**src/rtl/i2c_irq_pkg.sv**
```systemverilog
package i2c_irq_pkg;

    localparam int NSRC    = 12;
    localparam int CAUSE_W = 13;
    localparam int NCLR    = 10;

    // status bit positions
    localparam int SRC_RX_UNDER  = 0;
    localparam int SRC_RX_OVER   = 1;
    localparam int SRC_RX_FULL   = 2;
    localparam int SRC_TX_OVER   = 3;
    localparam int SRC_TX_EMPTY  = 4;
    localparam int SRC_RD_REQ    = 5;
    localparam int SRC_ABORT     = 6;
    localparam int SRC_RX_DONE   = 7;
    localparam int SRC_ACTIVITY  = 8;
    localparam int SRC_STOP      = 9;
    localparam int SRC_START     = 10;
    localparam int SRC_GCALL     = 11;

    localparam logic [NSRC-1:0] LEVEL_SRC =
        (NSRC'(1) << SRC_RX_FULL) | (NSRC'(1) << SRC_TX_EMPTY);
    localparam logic [NSRC-1:0] HELD_SRC = ~LEVEL_SRC;

    // cause bits 6 and 8 are not implemented
    localparam logic [CAUSE_W-1:0] CAUSE_LIVE =
        ~((CAUSE_W'(1) << 6) | (CAUSE_W'(1) << 8));

    typedef logic [7:0] reg_ofs_t;

    localparam reg_ofs_t OFS_MASKED    = 8'h2C;
    localparam reg_ofs_t OFS_ENABLE    = 8'h30;
    localparam reg_ofs_t OFS_RAW       = 8'h34;
    localparam reg_ofs_t OFS_CLR_ALL   = 8'h40;
    localparam reg_ofs_t OFS_CLR_FIRST = 8'h44;
    localparam reg_ofs_t OFS_CAUSE     = 8'h80;
    localparam reg_ofs_t OFS_CLR_LAST  = OFS_CLR_FIRST + reg_ofs_t'(4 * (NCLR - 1));

    typedef enum logic [2:0] {
        RSEL_NONE,
        RSEL_MASKED,
        RSEL_ENABLE,
        RSEL_RAW,
        RSEL_CLR_ALL,
        RSEL_CLR_ONE,
        RSEL_CAUSE
    } rsel_e;

    typedef struct packed {
        logic [NSRC-1:0] one;
        logic            all;
    } clr_req_t;

    // slot index of a clear address to the status bit it serves;
    // the two level sources are skipped in the address sequence
    function automatic int slot_to_bit(input int slot);
        if (slot < 2)       return slot;
        else if (slot == 2) return SRC_TX_OVER;
        else                return slot + 2;
    endfunction

    function automatic logic [NSRC-1:0] clear_onehot(input reg_ofs_t a);
        logic [NSRC-1:0] v;
        int              slot;
        v = '0;
        if (a >= OFS_CLR_FIRST && a <= OFS_CLR_LAST && a[1:0] == 2'b00) begin
            slot = int'((a - OFS_CLR_FIRST) >> 2);
            v[slot_to_bit(slot)] = 1'b1;
        end
        return v;
    endfunction

endpackage

```
**src/rtl/i2c_irq_regdec.sv**
```systemverilog
module i2c_irq_regdec
    import i2c_irq_pkg::*;
(
    input  reg_ofs_t  addr,
    input  logic      rd,
    input  logic      wr,
    output clr_req_t  clr,
    output logic      enable_we,
    output rsel_e     rsel
);

    logic [NSRC-1:0] one_hit;

    assign one_hit   = clear_onehot(addr);
    assign enable_we = wr && (addr == OFS_ENABLE);

    always_comb begin
        clr.one = rd ? one_hit : '0;
        clr.all = rd && (addr == OFS_CLR_ALL);
    end

    always_comb begin
        rsel = RSEL_NONE;
        if (rd) begin
            if (|one_hit)                  rsel = RSEL_CLR_ONE;
            else if (addr == OFS_MASKED)   rsel = RSEL_MASKED;
            else if (addr == OFS_ENABLE)   rsel = RSEL_ENABLE;
            else if (addr == OFS_RAW)      rsel = RSEL_RAW;
            else if (addr == OFS_CLR_ALL)  rsel = RSEL_CLR_ALL;
            else if (addr == OFS_CAUSE)    rsel = RSEL_CAUSE;
        end
    end

endmodule

```
**src/rtl/i2c_irq_srcbank.sv**
```systemverilog
module i2c_irq_srcbank
    import i2c_irq_pkg::*;
#(
    parameter int              W      = NSRC,
    parameter logic [W-1:0]    HELD   = HELD_SRC
)(
    input  logic         clk,
    input  logic         rst,
    input  logic [W-1:0] ev,
    input  logic [W-1:0] clr,
    output logic [W-1:0] held_q
);

    for (genvar i = 0; i < W; i++) begin : g_bit
        always_ff @(posedge clk) begin
            if (rst)
                held_q[i] <= 1'b0;
            else
                held_q[i] <= HELD[i] ? ((held_q[i] & ~clr[i]) | ev[i]) : 1'b0;
        end

        if (HELD[i]) begin : g_chk
            // event in the same cycle as its clear must survive
            assert_set_wins_R6: assert property (@(posedge clk) disable iff (rst)
                ev[i] |=> held_q[i]);
            assert_clear_drops_R5: assert property (@(posedge clk) disable iff (rst)
                (clr[i] && !ev[i]) |=> !held_q[i]);
            assert_sticky_R1: assert property (@(posedge clk) disable iff (rst)
                (held_q[i] && !clr[i]) |=> held_q[i]);
        end
    end

endmodule

```
**src/rtl/i2c_irq_cause.sv**
```systemverilog
module i2c_irq_cause
    import i2c_irq_pkg::*;
#(
    parameter int               W    = CAUSE_W,
    parameter logic [W-1:0]     LIVE = CAUSE_LIVE
)(
    input  logic         clk,
    input  logic         rst,
    input  logic [W-1:0] set,
    input  logic         wipe,
    output logic [W-1:0] cause_q
);

    always_ff @(posedge clk) begin
        if (rst)
            cause_q <= '0;
        else
            cause_q <= LIVE & ((wipe ? '0 : cause_q) | set);
    end

    assert_cause_wiped_R9: assert property (@(posedge clk) disable iff (rst)
        (wipe && set == '0) |=> cause_q == '0);
    assert_cause_keeps_R8: assert property (@(posedge clk) disable iff (rst)
        (!wipe) |=> ((cause_q & $past(cause_q)) == $past(cause_q)));

endmodule

```
**src/rtl/i2c_irq_unit.sv**
```systemverilog
module i2c_irq_unit
    import i2c_irq_pkg::*;
#(
    parameter int DATA_W = 32
)(
    input  logic               clk,
    input  logic               rst,
    input  logic [NSRC-1:0]    ev_pulse,
    input  logic               rxfull_lvl,
    input  logic               txempty_lvl,
    input  logic [CAUSE_W-1:0] cause_set,
    input  logic [7:0]         bus_addr,
    input  logic               bus_rd,
    input  logic               bus_wr,
    input  logic [DATA_W-1:0]  bus_wdata,
    output logic [DATA_W-1:0]  bus_rdata,
    output logic               irq_o
);

    clr_req_t           clr;
    logic               enable_we;
    rsel_e              rsel;
    logic [NSRC-1:0]    clr_vec;
    logic [NSRC-1:0]    held;
    logic [NSRC-1:0]    lvl;
    logic [NSRC-1:0]    raw;
    logic [NSRC-1:0]    masked;
    logic [NSRC-1:0]    enable_q;
    logic [CAUSE_W-1:0] cause;
    logic               cause_wipe;
    logic               unused_wdata_hi;

    assign unused_wdata_hi = ^bus_wdata[DATA_W-1:NSRC];

    i2c_irq_regdec u_dec (
        .addr      (bus_addr),
        .rd        (bus_rd),
        .wr        (bus_wr),
        .clr       (clr),
        .enable_we (enable_we),
        .rsel      (rsel)
    );

    assign clr_vec    = clr.all ? '1 : clr.one;
    assign cause_wipe = clr.all | clr.one[SRC_ABORT];

    i2c_irq_srcbank u_bank (
        .clk    (clk),
        .rst    (rst),
        .ev     (ev_pulse),
        .clr    (clr_vec),
        .held_q (held)
    );

    i2c_irq_cause u_cause (
        .clk     (clk),
        .rst     (rst),
        .set     (cause_set),
        .wipe    (cause_wipe),
        .cause_q (cause)
    );

    always_comb begin
        lvl               = '0;
        lvl[SRC_RX_FULL]  = rxfull_lvl;
        lvl[SRC_TX_EMPTY] = txempty_lvl;
    end

    assign raw    = held | lvl;
    assign masked = raw & enable_q;

    always_ff @(posedge clk) begin
        if (rst)
            enable_q <= '1;
        else if (enable_we)
            enable_q <= bus_wdata[NSRC-1:0];
    end

    always_ff @(posedge clk) begin
        if (rst) irq_o <= 1'b0;
        else     irq_o <= |masked;
    end

    always_ff @(posedge clk) begin
        if (rst) begin
            bus_rdata <= '0;
        end else begin
            unique case (rsel)
                RSEL_MASKED:  bus_rdata <= DATA_W'(masked);
                RSEL_ENABLE:  bus_rdata <= DATA_W'(enable_q);
                RSEL_RAW:     bus_rdata <= DATA_W'(raw);
                RSEL_CLR_ALL: bus_rdata <= DATA_W'(|held);
                RSEL_CLR_ONE: bus_rdata <= DATA_W'(|(held & clr.one));
                RSEL_CAUSE:   bus_rdata <= DATA_W'(cause);
                default:      bus_rdata <= '0;
            endcase
        end
    end

    assert_irq_rise_R4: assert property (@(posedge clk) disable iff (rst)
        (|masked) |=> irq_o);
    assert_irq_fall_R4: assert property (@(posedge clk) disable iff (rst)
        !(|masked) |=> !irq_o);
    assert_enable_hold_R3: assert property (@(posedge clk) disable iff (rst)
        !enable_we |=> $stable(enable_q));
    assert_clear_onehot_R5: assert property (@(posedge clk) disable iff (rst)
        $onehot0(clr.one));
    assert_idle_rdata_R11: assert property (@(posedge clk) disable iff (rst)
        !bus_rd |=> bus_rdata == '0);

endmodule

```
**config.mk**
```make
export PLATFORM = sky130hd
export DESIGN_NAME = i2c_irq_unit
export DESIGN_NICKNAME = d
export VERILOG_FILES = /design/src/rtl/i2c_irq_pkg.sv /design/src/rtl/i2c_irq_regdec.sv /design/src/rtl/i2c_irq_srcbank.sv /design/src/rtl/i2c_irq_cause.sv /design/src/rtl/i2c_irq_unit.sv
export SDC_FILE = /design/constraint.sdc
export NUM_CORES = 1
export LEC_CHECK = 0
export BUFFER_PORTS_ARGS = -buffer_cell sky130_fd_sc_hd__buf_2
export CAP_MARGIN = 20
export CORE_MARGIN = 2
export CORE_UTILIZATION = 30
export CTS_BUF_LIST = sky130_fd_sc_hd__clkbuf_16
export DETAILED_ROUTE_END_ITERATION = 7
export SLEW_MARGIN = 30
export SYNTH_ARGS = -nofsm -noshare
export SYNTH_HDL_FRONTEND = slang
export SYNTH_SLANG_ARGS = --single-unit
```
**constraint.sdc**
```tcl
create_clock -name clk -period 6.9 [get_ports clk]
set_input_delay 0.69 -clock clk [delete_from_list [all_inputs] [get_ports clk]]
set_output_delay 0.69 -clock clk [all_outputs]
set_load 0.05 [all_outputs]
```
# Word-level counts from Yosys, hierarchy flattened

Cells that the tools add are included.

Bits in registers: 68
Input bits: 71
Logic and storage cells: 96
Output and inout port bits: 33

Mux-type cells: 17
Equality and inequality tests: 12
Bitwise logic cells: 35
Reductions and logical operators: 10
Add/subtract/negate cells: 2
Magnitude comparators: 5

Operator list:

| cell                                                 | count |
|---|---|
| 2-to-1 mux 32 bit                                    | 3 |
| case mux 13 bit (6 select lines)                     | 1 |
| 2-to-1 mux 12 bit                                    | 3 |
| OR reduction 12 bit                                  | 3 |
| >= comparator 32 x 1 -> 1 bit, second input constant | 1 |
| < comparator 32 x 6 -> 1 bit, second input constant  | 1 |
| adder 30 x 2 -> 31 bit, second input constant        | 1 |
| equality test 30 x 3 -> 1 bit, second input constant | 1 |
| < comparator 30 x 2 -> 1 bit, second input constant  | 1 |
| AND 12 bit                                           | 2 |
| equality test 8 x 6 -> 1 bit, second input constant  | 3 |
| 2-to-1 mux 3 bit                                     | 7 |
| 2-to-1 mux 13 bit                                    | 1 |
| bitwise OR 13 bit                                    | 1 |
| bitwise OR 12 x 5 -> 12 bit                          | 1 |
| bitwise OR 1 bit                                     | 11 |
| AND 1 bit                                            | 10 |
| NOT 1 bit                                            | 10 |
| OR reduction 10 bit                                  | 1 |
| equality test 3 bit, second input constant           | 3 |
| subtractor 8 x 7 -> 9 bit, second input constant     | 1 |
| equality test 8 x 7 -> 1 bit, second input constant  | 1 |
| equality test 8 bit, second input constant           | 1 |
| >= comparator 8 x 7 -> 1 bit, second input constant  | 1 |
| 7 further kinds                                      | 12 |

# Longest topological paths before layout

Depth in word-level cells: 15
Depth in mapped cells: 19
Gate-level depth less buffers: 16

# Modules after synthesis

From an unflattened synthesis, not the netlist that was laid out.

Cells, all modules: 431
Area total of the unflattened synthesis: 3535.9 um^2

Modules (own cells, without submodules):

| module          | area an instance (um^2) | times used | cells an instance |
|---|---|---|---|
| i2c_irq_unit    | 1624.1                  | 1          | 194 |
| i2c_irq_regdec  | 987.2                   | 1          | 144 |
| i2c_irq_srcbank | 493.0                   | 1          | 44 |
| i2c_irq_cause   | 431.7                   | 1          | 49 |

# Least setup slack after synthesis

OpenSTA, ideal clock, no wires.

Kind: input to register
Start: in bus_addr[2]
End: reg u_bank.held_q[1]
Data required time: 6.772 ns
Stages: 16
Setup slack: 2.875 ns
Arrival: 3.898 ns
Path buffers: 3
Cells stage by stage: clkbuf_1 > inv_1 > ha_1 > buf_2 > xor2_1 > ha_1 > buf_4 > or3b_1 > mux2i_1 > xnor2_1 > or3_4 > a2111oi_4 > nand3_2 > or3b_1 > a31oi_1 > nor2_1

Longest elaborated chain between the ends: 15

Ends and longest elaborated chain:

| element                                                                                             | RTL line                             | RTL |
|---|---|---|
| start: declaration                                                                                  | i2c_irq_unit.sv:12                   | `input logic [7:0] bus_addr,` |
| subtractor 8 x 7 -> 9 bit                                                                           | i2c_irq_pkg.sv:67                    | `slot = int'((a - OFS_CLR_FIRST) >> 2);` |
| adder 30 x 2 -> 31 bit or equality test 30 x 3 -> 1 bit (tied branches)                             | i2c_irq_pkg.sv:59, i2c_irq_pkg.sv:58 |  |
| 2-to-1 mux 32 bit                                                                                   | i2c_irq_pkg.sv:58                    | `else if (slot == 2) return SRC_TX_OVER;` |
| 2-to-1 mux 32 bit                                                                                   | i2c_irq_pkg.sv:57                    | `if (slot < 2) return slot;` |
| 2-to-1 mux 32 bit                                                                                   | i2c_irq_pkg.sv:66                    | `if (a >= OFS_CLR_FIRST && a <= OFS_CLR_LAST && a[1:0] == 2'b00) begin` |
| >= comparator 32 x 1 -> 1 bit (implied by the code) or < comparator 32 x 6 -> 1 bit (tied branches) | i2c_irq_pkg.sv:68                    | `v[slot_to_bit(slot)] = 1'b1;` |
| logical AND 1 bit (implied by the code)                                                             | i2c_irq_pkg.sv:68                    |  |
| 2-to-1 mux 1 bit (implied by the code)                                                              | i2c_irq_pkg.sv:68                    |  |
| demux 1 bit (select 4 bit)                                                                          | --                                   |  |
| 2-to-1 mux 12 bit                                                                                   | i2c_irq_pkg.sv:66                    |  |
| 2-to-1 mux 12 bit                                                                                   | i2c_irq_regdec.sv:18                 | `clr.one = rd ? one_hit : '0;` |
| 2-to-1 mux 12 bit *                                                                                 | i2c_irq_unit.sv:44                   | `assign clr_vec = clr.all ? '1 : clr.one;` |
| NOT 1 bit *                                                                                         | i2c_irq_srcbank.sv:19                | `held_q[i] <= HELD[i] ? ((held_q[i] & ~clr[i]) \| ev[i]) : 1'b0;` |
| AND 1 bit *                                                                                         | i2c_irq_srcbank.sv:19                |  |
| bitwise OR 1 bit *                                                                                  | i2c_irq_srcbank.sv:19                |  |
| end signal: indexed assignment                                                                      | i2c_irq_srcbank.sv:19                |  |
| end: declaration                                                                                    | i2c_irq_srcbank.sv:11                | `output logic [W-1:0] held_q` |

Mark *: on every way between the ends. The rest lies on a longest branch, timed or not. The select of a mux whose other input is x is not followed.
A chain may end at the register's enable or synchronous reset.

# Worst setup path in the final report

Start: in bus_addr[2]
End: reg bus_rdata[0]

Longest elaborated chain between the ends: 15

Ends and longest elaborated chain:

| element                                                                                             | RTL line                             | RTL |
|---|---|---|
| subtractor 8 x 7 -> 9 bit                                                                           | i2c_irq_pkg.sv:67                    |  |
| adder 30 x 2 -> 31 bit or equality test 30 x 3 -> 1 bit (tied branches)                             | i2c_irq_pkg.sv:59, i2c_irq_pkg.sv:58 |  |
| 2-to-1 mux 32 bit                                                                                   | i2c_irq_pkg.sv:58                    |  |
| 2-to-1 mux 32 bit                                                                                   | i2c_irq_pkg.sv:57                    |  |
| 2-to-1 mux 32 bit                                                                                   | i2c_irq_pkg.sv:66                    |  |
| >= comparator 32 x 1 -> 1 bit (implied by the code) or < comparator 32 x 6 -> 1 bit (tied branches) | i2c_irq_pkg.sv:68                    |  |
| logical AND 1 bit (implied by the code)                                                             | i2c_irq_pkg.sv:68                    |  |
| 2-to-1 mux 1 bit (implied by the code)                                                              | i2c_irq_pkg.sv:68                    |  |
| demux 1 bit (select 4 bit)                                                                          | --                                   |  |
| 2-to-1 mux 12 bit                                                                                   | i2c_irq_pkg.sv:66                    |  |
| OR reduction 12 bit                                                                                 | i2c_irq_regdec.sv:25                 | `if (\|one_hit) rsel = RSEL_CLR_ONE;` |
| 2-to-1 mux 3 bit                                                                                    | i2c_irq_regdec.sv:25                 |  |
| 2-to-1 mux 3 bit                                                                                    | i2c_irq_regdec.sv:24                 | `if (rd) begin` |
| equality test 3 bit (tied with other cells)                                                         | i2c_irq_unit.sv:88                   | `unique case (rsel)` |
| case mux 13 bit (6 select lines) *                                                                  | i2c_irq_unit.sv:88                   |  |
| end signal: assignment                                                                              | i2c_irq_unit.sv:89                   | `RSEL_MASKED: bus_rdata <= DATA_W'(masked);` |
| end signal: assignment                                                                              | i2c_irq_unit.sv:90                   | `RSEL_ENABLE: bus_rdata <= DATA_W'(enable_q);` |
| end signal: assignment                                                                              | i2c_irq_unit.sv:91                   | `RSEL_RAW: bus_rdata <= DATA_W'(raw);` |
| end: declaration                                                                                    | i2c_irq_unit.sv:16                   | `output logic [DATA_W-1:0] bus_rdata,` |

Marks and branches as above.

==> results.toml <==
[route]
vias = 2875
ant_nets = 0
routedWlPerCell_um = 14.2
drt_first_iter_violations = 203
wl_um = 7860
drt-vias-per-instance = 5.18
dr.pass1.iters = 4
route.detailed.drc = 0

[power]
p_clk_share_pct = 36.5
pwr-share-seq_pct = 46.3
p_per_area_nw_per_um2 = 184
internal_power_uw = 451
comb_power_share_pct = 17.2
ir_worst_vdd_uv = 123
totalPowerFinal_uw = 633
netSwitchingFraction_pct = 28.7
switchingPower_uw = 182
power.leakage_nw = 1.48

[yosys]
synthAdderAreaFrac_pct = 5.45
synth_xor_area_share_pct = 1.17
seq_area_frac_synth_pct = 31.5
synth_top_family_by_area = "simple AND/OR/NAND/NOR gates"
netlist_area_um2 = 2980
synth_compound_area_share_pct = 24.8
synth_simple_gate_area_share_pct = 26.8
ys_types = 58
muxShareOfSynthArea_pct = 1.80
synth_flop_cell = "dfxtp_1"
synthesis.instances = 373
synth_edf_count = 0
yosysWarnings = 0
ys_async_sr_fraction_pct = 0
yosys_register_bits = 47
synth_area_per_cell_um2 = 8.00

[worst_setup_path]
path_max_fanout = 15
r2r_slack_ns = 5.25
arrival_ns = 4.55
startpoint = "bus_addr[2]"
cp-endpoint = "bus_rdata[0]"
crit_path_start_kind = "input port"
reg2reg_to = "bus_rdata[0]"
slowest_stage = "a2111oi_4"
crit_family = "compound AO/OA/AOI/OAI gates"
path_depth = 14
cp-end-kind = "flip-flop"
path_cells = "buf_2, inv_1, ha_1, inv_1, ha_1, or3b_1, mux2i_1, xnor2_1, or3_4, a2111oi_4, nand3_2, a211oi_1, o311ai_1, a31oi_1"
reg2reg_depth = 5
critPathMaxStageDelay_ns = 0.49
required_ns = 7.09
cp_num_buf_inv = 3
r2r_start = "u_bank.held_q[1]"
critPathKind = "input port to flip-flop"

[grt]
grt_start_max_net_pins = 24
grt_overflow = 0
grtUsageTotal_pct = 14.7
grt_pass1_vias = 2714
antenna_found_initial = 0
grt_pass1_wl_um = 13200

[timing]
finalHoldViolCount = 0
rsz0062_at_grt = "false"
fin_ws_ns = 2.54
fin_skew_ns = 0.00706
slew_headroom_pct = 40.5
fin_crit_ns = 4.36
worst_slew_pin_slew_ns = 0.890
fin_setup_tns_ns = 0
setup_violations = 0
finalMaxSlewViolations = 0
fmax_mhz = 229
timing.final.crit_share_pct = 63.2

[layout]
final_layout_size_suffix_gt1_share_pct = 21.6
mostFrequentLayoutCells = "buf_2, dfxtp_1, nand2_1, nor2_1, nand3_1"
nets = 505
design_area_um2 = 3440
diodes = 0
final_common_cell = "buf_2"
synthToLayoutAreaGrowth_pct = 15.4
fill_cells = 1054
final_util_pct = 35.4

[clock_tree]
clk_pin_slew_ns = 0.06
post-cts-setup-buffers = 0
cts_resized = 0
cts_buffers = 5
clock_latency_ns = 0.28
clockRootBuffer = "clkbuf_16"
cts_tree = "built"
htreeDepth = 2
clock_path_buffers = 2
hold_buffers = 0
cts.sinks = 47

[placement]
io_buffers = 60
placed_area_um2 = 3300
place_worst_setup_slack_ns = 2.26
dp_hpwl_um = 5920
place.gp.congestion = 0.859

[floorplanning]
ios = 104
dieArea_um2 = 10800
start_util_pct = 30.7
std_cell_rows = 36
die_w_um = 104
die_height_um = 104
core_area_um2 = 9730

[worst_hold_path]
hold_path.class = "flip-flop to flip-flop"
hold_depth = 2

[run]
drv_cap = 0

[outcome]
outcome = "finished, final reports clean"
## flip-flops by register name, indices dropped and copies added, names as in the netlist
signal,flops
u_cause.cause_q,11
enable_q,12
bus_rdata,13
u_bank.held_q,10
irq_o,1
## area by class of cell
| type | instances | area, µm² | area share, % |
|---|---|---|---|
| multi-input cells | 300 | 1860 | 54.0 |
| flip-flops and latches | 47 | 941 | 27.3 |
| repair buffers | 61 | 308 | 8.94 |
| well taps | 133 | 166 | 4.83 |
| clock buffers | 5 | 125 | 3.63 |
| inverters | 6 | 22.5 | 0.654 |
| clock inverters | 3 | 20.0 | 0.581 |
## cell families (layout without fill, tap and decap cells)
family                     after synthesis  in the layout
and+or+nand+nor                        158            158
AOI/OAI and AO/OA                      101            101
DFF                                     47             47
buffers and inverters                   44             75
adders and majority gates               13             13
muxes                                    5              5
xor gates and xnor gates                 4              4
other                                    1             19
## routing by layer
layer	GRT usage, %	wire length, µm	part of all wire, %	up-vias
li1	-	-	-	1417
met1	20.4	3690	47	1343
met2	23.3	3570	45	108
met3	2.39	522	6.6	7
met4	4.44	78	0.99	0
met5	0	0	0	-
## worst register-to-register path, stage by stage (launching register included)
cell and delay (ns):
dfxtp_1 0.38, or4_1 0.55, o41ai_1 0.32, nor2_1 0.08, nand3_1 0.10, a31oi_1 0.10
## stage by stage
step / hold slack (ns) / cells
2_1_floorplan: 0.450 / 391
3_3_place_gp: 0.469 / 547
3_5_place_dp: 0.480 / 547
4_1_cts: 0.494 / 555
5_1_grt: 0.525 / 555
6_report: 0.492 / 555
## power by group through the flow
stage	combinational [mW]	clock (mW)	sequential (mW)
6_report	0.109	0.231	0.293
5_1_grt	0.120	0.248	0.294
4_1_cts	0.108	0.236	0.292
3_5_place_dp	0.108	0	0.298
3_3_place_gp	0.106	0	0.298
2_1_floorplan	0.0887	0	0.295
## cell usage after synthesis, drive strengths merged (2+ instances only)
master  instances  share of area [%]
a211o           3               0.88
a21boi          2               0.63
a21o           13                3.3
a21oi          33                6.8
a221oi          4                1.2
a22o            5                1.5
a22oi          10                2.5
a31oi          12                2.5
a32oi           3               0.88
and2            2               0.42
and3            2               0.42
buf            23                5.7
clkbuf         15                1.9
dfxtp          47                 32
ha             13                5.5
inv             6               0.75
mux2            3                1.1
mux2i           2               0.67
nand2          44                5.5
nand2b          3               0.63
nand3          34                6.0
nand3b          3               0.75
nand4           2               0.42
nor2           38                4.8
nor2b           3               0.63
nor3            3               0.50
nor3b           2               0.50
nor4            3               0.63
nor4b           2               0.80
o21ai           4               0.67
o311ai          2               0.59
or2             2               0.42
or3             5                1.2
or3b            4                1.2
or4             3               0.75
xnor2           2               0.59
xor2            2               0.59
## worst min-delay path by stage
| stage | start | to | slack (ns) |
|---|---|---|---|
| after detailed placement | u_cause.cause_q[1] | u_cause.cause_q[1] | 0.48 |
| after CTS | u_cause.cause_q[12] | bus_rdata[12] | 0.49 |
| after global routing | enable_q[8] | enable_q[8] | 0.52 |
| after floorplan | u_cause.cause_q[12] | u_cause.cause_q[12] | 0.45 |
| final | u_cause.cause_q[12] | u_cause.cause_q[12] | 0.49 |
| after global placement | u_cause.cause_q[12] | u_cause.cause_q[12] | 0.47 |
No activity file was read; power rests on OpenSTA's default activity.
